`config.mk`:
```
export PLATFORM = sky130hd
export DESIGN_NAME = ram_wipe_ctrl
export DESIGN_NICKNAME = d
export VERILOG_FILES = /design/src/rtl/ram_wipe_ctrl.sv
export SDC_FILE = /design/constraint.sdc
export NUM_CORES = 1
export LEC_CHECK = 0
export BUFFER_PORTS_ARGS = -buffer_cell sky130_fd_sc_hd__buf_2
export CAP_MARGIN = 15
export CORE_MARGIN = 1.5
export CORE_UTILIZATION = 35
export CTS_CLUSTER_DIAMETER = 80
export DETAILED_ROUTE_END_ITERATION = 10
export PLACE_DENSITY = 0.6
export SKIP_LAST_GASP = 1
export SLEW_MARGIN = 20
export SYNTH_ARGS = -nofsm -noshare
export SYNTH_HDL_FRONTEND = slang
export SYNTH_SLANG_ARGS = --single-unit
```
`constraint.sdc`:
```
create_clock -name clk -period 2.4 [get_ports clk]
set_clock_uncertainty 0.2 [all_clocks]
set_input_delay 0.36 -clock clk [delete_from_list [all_inputs] [get_ports clk]]
set_output_delay 0.36 -clock clk [all_outputs]
set_load 0.02 [all_outputs]
```
`src/rtl/ram_wipe_ctrl.sv`:
```
module ram_wipe_ctrl #(
  parameter int HOLD_CYCLES = 31_250_000,
  parameter int ADDR_W      = 8,
  parameter int LAST_ADDR   = 253,
  parameter int CTRL_LO     = 0,
  parameter int CTRL_HI     = 13
) (
  input  logic              clk,
  input  logic              rst_n,
  input  logic              clr_btn_n,
  input  logic              pwr_good,
  output logic [ADDR_W-1:0] mem_addr,
  output logic [7:0]        mem_wdata,
  output logic              mem_we,
  output logic              idx_clr,
  output logic              busy
);
  localparam int CW = $clog2(HOLD_CYCLES + 1);
  localparam logic [CW-1:0]     CNT_TOP    = CW'(HOLD_CYCLES - 1);
  localparam logic [ADDR_W-1:0] FIRST_ADDR = (CTRL_LO == 0) ? ADDR_W'(CTRL_HI + 1) : '0;
  localparam logic [ADDR_W-1:0] END_ADDR   = ADDR_W'(LAST_ADDR);
  localparam logic [ADDR_W-1:0] WIN_LO     = ADDR_W'(CTRL_LO);
  localparam logic [ADDR_W-1:0] WIN_HI     = ADDR_W'(CTRL_HI);

  typedef enum logic [1:0] {IDLE, FILL, IDX} state_t;

  logic          sync1, sync2, armed;
  logic [CW-1:0] hold_cnt;
  state_t        state;
  logic [ADDR_W-1:0] addr;
  logic          fire;

  always_ff @(posedge clk or negedge rst_n)
    if (!rst_n) begin
      sync1 <= 1'b1;
      sync2 <= 1'b1;
    end else begin
      sync1 <= clr_btn_n;
      sync2 <= sync1;
    end

  assign fire = !sync2 && pwr_good && armed && (state == IDLE) && (hold_cnt == CNT_TOP);

  always_ff @(posedge clk or negedge rst_n)
    if (!rst_n)
      hold_cnt <= '0;
    else if (sync2 || !pwr_good)
      hold_cnt <= '0;
    else if (hold_cnt != CNT_TOP)
      hold_cnt <= hold_cnt + 1'b1;

  always_ff @(posedge clk or negedge rst_n)
    if (!rst_n)
      armed <= 1'b1;
    else if (sync2)
      armed <= 1'b1;
    else if (fire)
      armed <= 1'b0;

  always_ff @(posedge clk or negedge rst_n)
    if (!rst_n) begin
      state <= IDLE;
      addr  <= '0;
    end else begin
      case (state)
        IDLE: if (fire) begin
          state <= FILL;
          addr  <= FIRST_ADDR;
        end
        FILL: begin
          if (addr == END_ADDR)
            state <= IDX;
          else if (addr + 1'b1 == WIN_LO)
            addr <= WIN_HI + 1'b1;
          else
            addr <= addr + 1'b1;
        end
        default: state <= IDLE;
      endcase
    end

  assign mem_addr  = addr;
  assign mem_wdata = 8'hFF;
  assign mem_we    = (state == FILL);
  assign idx_clr   = (state == IDX);
  assign busy      = (state != IDLE);

  a_r4_window_untouched: assert property (@(posedge clk) disable iff (!rst_n)
    mem_we |-> (mem_addr < WIN_LO || mem_addr > WIN_HI));

  a_r3_ascending: assert property (@(posedge clk) disable iff (!rst_n)
    (mem_we && $past(mem_we)) |-> (mem_addr > $past(mem_addr)));

  a_r5_strobe_after_last: assert property (@(posedge clk) disable iff (!rst_n)
    $rose(idx_clr) |-> ($past(mem_we) && $past(mem_addr) == END_ADDR));

  a_r5_single_strobe: assert property (@(posedge clk) disable iff (!rst_n)
    idx_clr |=> !idx_clr);

  a_r7_start_needs_power: assert property (@(posedge clk) disable iff (!rst_n)
    $rose(mem_we) |-> $past(pwr_good));

  a_r1_start_needs_low: assert property (@(posedge clk) disable iff (!rst_n)
    $rose(busy) |-> !$past(sync2));

  a_r8_no_retrigger: assert property (@(posedge clk) disable iff (!rst_n)
    $fell(idx_clr) |-> !mem_we);
endmodule

```
Word-level counts from Yosys, hierarchy flattened

Cells that the tools add are included.

Add/subtract/negate cells: 2
Eq/ne operators: 8
Multiplexer cells: 11
Reduce and logical (&&, ||, !) cells: 15

Operators with widths:

| cell                  | number |
|---|---|
| $mux 25               | 2 |
| $add 25x1->25 const B | 1 |
| $eq 25x25->1 const B  | 1 |
| $ne 25x25->1 const B  | 1 |
| $mux 8                | 3 |
| $pmux 8 s2            | 1 |
| $add 8x1->8 const B   | 1 |
| $eq 8x8->1 const B    | 1 |
| $logic_not 8->1       | 1 |
| $reduce_bool 2->1     | 4 |
| $logic_and 1x1->1     | 4 |
| $mux 2                | 2 |
| $ne 2x2->1 const B    | 2 |
| $pmux 2 s2            | 1 |
| $reduce_and 3->1      | 1 |
| $eq 2x1->1 const B    | 1 |
| $eq 2x2->1 const B    | 1 |
| $logic_not 1->1       | 2 |
| $logic_not 2->1       | 1 |
| $mux 1                | 2 |
| $ne 2x1->1 const B    | 1 |
| $reduce_and 2->1      | 1 |
| $logic_or 1x1->1      | 1 |

Bits in registers: 38
Bits of input ports: 4
Word-level logic and storage cells: 42

Logic depth before layout (Yosys ltp)

Depth in word-level cells: 7
Depth in mapped cells: 9
Gate-level depth less buffers: 9

Worst setup path after synthesis

OpenSTA, ideal clock, no wires.

Path kind: reg2reg
Start point: register addr[0], in the netlist mem_addr[0]
End point: register addr[3], in the netlist mem_addr[3]
Setup time: 0.121 ns
Arrival time: 1.960 ns
Data required time: 2.079 ns
Setup slack: 0.119 ns
Cell stages (with the launch flop): 8
Path buffers: 0
Clock period less this slack: 2.281 ns
Cell sequence: dfrtp_1 ha_1 and4_1 nand2_1 a32o_1 a41oi_1 a21oi_1 o22a_1

Word-level cells in the longest chain between the ends: 5

RTL lines:

| item                   | line   | RTL |
|---|---|---|
| start, declared        | 30     | `logic [ADDR_W-1:0] addr;` |
| start signal, assigned | 74     | `addr <= WIN_HI + 1'b1;` |
| start signal, assigned | 76     | `addr <= addr + 1'b1;` |
| $add 8x1->8            | 73, 76 |  |
| $logic_not 8->1        | 73     | `else if (addr + 1'b1 == WIN_LO)` |
| $mux 8                 | 73     |  |
| $mux 8                 | 71     | `if (addr == END_ADDR)` |
| $pmux 8 s2             | 65     | `case (state)` |

Parallel ways exist; a longest one is shown, timed or not. The select of a mux whose other input is x is not followed.
A chain may end at the register's enable or synchronous reset.

Worst setup path after layout

Ends and elaborated chain as after synthesis.

==> results.json <==
{
  "p_int_mw": 0.991,
  "track_usage_pct": 13.8,
  "fin_util_pct": 42.3,
  "die_w_um": 80.0,
  "die_area_um2": 6400,
  "drive_gt1_share_pct": 16.5,
  "fin_nets": 249,
  "maxSlewViolCount": 0,
  "layout_commonest_cell": "dfrtp_1",
  "crit_required_ns": 2.38,
  "gp_congestion": 0.820,
  "yosysSeqAreaShare_pct": 46.0,
  "start_util_pct": 37.0,
  "synth_top_cell_by_area": "dfrtp_1",
  "area.growth.synth_to_final_pct": 14.5,
  "ant_nets": 0,
  "vias": 1541,
  "ios": 23,
  "yosysTopAreaCellShare_pct": 42.2,
  "crit_type": "reg -> reg",
  "detailed_place_hpwl_um": 2710,
  "worst_path_largest_cell_delay_ns": 0.39,
  "wirelength_um": 3880,
  "drc": 0,
  "status": "finished clean",
  "synth.distinct_cells": 43,
  "post-route-period-util_pct": 91.9,
  "ys.flop_type": "dfrtp_1",
  "p_leak_nw": 1.05,
  "cts.sinks": 38,
  "worst_setup_path_start_kind": "flip-flop",
  "cts_root_buf": "clkbuf_8",
  "dp_slack_ns": 0.148,
  "power.share.clock_pct": 45.2,
  "final_cell_mix": "35 x dfrtp_1, 34 x nor2_1, 16 x nand2_1",
  "diodes": 0,
  "cp_top_family": "compound AO/OA/AOI/OAI gates",
  "finalSetupViolCount": 0,
  "core_um2": 5610,
  "grt_pass1_vias": 1474,
  "grt_pass1_wl_um": 6840,
  "viasPerCell": 4.91,
  "ys_warn_count": 0,
  "syn-instance-count": 217,
  "setup_tns_ns": 0,
  "reg2reg_depth": 7,
  "end_kind": "flip-flop",
  "cts_setup_buffers": 0,
  "synth_edf_count": 0,
  "synth.area.top_cells": "dfrtp_1 42%, xor2_1 6.3%, nor2_1 6.2%",
  "cts_buffer_depth": 2,
  "grt_max_degree": 39,
  "gr-total-overflow": 0,
  "async_flop_share_pct": 100,
  "power.density_nw_per_um2": 527,
  "wire_per_inst_um": 12.4,
  "numCtsBuffers": 5,
  "p_total_mw": 1.25,
  "rsz0062_at_grt": "no",
  "yosys_register_bits": 38,
  "rows": 27,
  "max_freq_mhz": 453,
  "worstPathArrival_ns": 2.19,
  "cpMaxStageDelayCell": "a41oi_1",
  "design_area_um2": 2370,
  "holdPathStages": 0,
  "p_sw_mw": 0.261,
  "tightest_slew_ns": 0.821,
  "switching_share_pct": 20.9,
  "clk_pin_slew_ns": 0.07,
  "htree_levels": 2,
  "max_slew_margin_pct": 45.2,
  "avgSynthCellArea_um2": 9.56,
  "die_h_um": 80.0,
  "hp-class": "reg -> reg",
  "hold_violations": 0,
  "crit_chain": "ha_1, and4_1, nand2_1, a32o_1, a41oi_1, a21oi_1, o22a_1",
  "worst-path-buf-inv": 0,
  "vdd_ir_drop_max_mv": 0.316,
  "place_area_um2": 2230,
  "cp.depth": 7,
  "mappedNetlistArea_um2": 2070,
  "dr.pass1.iters": 4,
  "period_needed_ns": 2.21,
  "finalWorstSetupSlack_ns": 0.194,
  "crit_fanout": 6,
  "p_comb_share_pct": 3.2,
  "clock_latency_ns": 0.29,
  "maxCapViolations": 0,
  "drtIter0Drc": 83,
  "cts_tree": "yes",
  "io_buffer_count": 14,
  "antenna_found_initial": 0,
  "power_frac_seq_pct": 51.6
}
cell usage after synthesis, types with 2 or more instances:
cell      count
buf_4         9
mux2i_1       2
o22a_1        2
o31ai_1       3
and2_1        3
nand2b_1      2
or3_1         4
dfrtp_1      35
a21oi_1       7
nand4_1       7
xnor2_1       7
clkbuf_1      4
buf_2         2
and3_1        4
nor4b_1       2
xor2_1       15
nand2_1      16
and4_1        4
o21ai_0       8
nor2b_1       3
inv_1         5
dfstp_2       3
nor2_1       34
ha_1          4
nand3_1      12
nor3_1        3
registers in the layout, summed over array words and instances, names as in the netlist:
register / count
hold_cnt: 25
mem_addr: 8
state: 2
armed: 1
sync1: 1
sync2: 1
routing by layer:
layer	vias to the layer above	global-route usage [%]	share of wire (%)
met4	0	6.21	1.5
li1	781	-	-
met3	7	3.54	4.4
met1	710	18.9	50
met5	-	0	0
met2	43	20.4	44
stage by stage:
stage,cells,hold slack (ns)
2_1_floorplan,224,-0.136
3_3_place_gp,304,0.148
3_5_place_dp,304,0.148
4_1_cts,314,0.158
5_1_grt,314,0.164
6_report,314,0.156
logic make-up after synthesis:
| kind of cell | synth area share (%) |
|---|---|
| DFF | 46.0 |
| and+or+nand+nor | 25.5 |
| adders and majority gates | 2.41 |
| buffers and inverters | 6.15 |
| muxes | 0.965 |
| AOI/OAI and AO/OA | 9.53 |
| other | 0.181 |
| xor gates and xnor gates | 9.29 |
worst paths after layout:
check,from,to,slack [ns]
max,mem_addr[0],mem_addr[3],0.19
min,sync1,sync2,0.16
max reg2reg,mem_addr[0],mem_addr[3],0.19
min reg2reg,sync1,sync2,0.16
max in group asynchronous,rst_n,hold_cnt[1],0.97
min in group asynchronous,rst_n,hold_cnt[14],0.50
power groups by stage:
stage | Clock, mW | Combinational (mW) | Sequential [mW]
finish | 0.566 | 0.0402 | 0.647
global route | 0.614 | 0.0468 | 0.647
CTS | 0.581 | 0.0418 | 0.647
detailed placement | 0 | 0.0393 | 0.659
global placement | 0 | 0.0392 | 0.659
floorplan | 0 | 0.0307 | 0.659
timing repair:
item / 4_1_cts / 5_1_grt
setup endpoints to repair: 0 / 1
hold endpoints to repair: 29 / 0
resized for setup: 0 / 1
hold buffers: 2 / 0
cell type report:
class / instances / area, um2
fill: 573 / 3230
multi-input combinational: 164 / 1020
sequential: 38 / 955
timing repair buffer: 26 / 165
tap: 72 / 90.1
clock buffer: 7 / 86.3
clock inverter: 1 / 30.0
inverter: 6 / 23.8
No activity file was read; power rests on OpenSTA's default activity.
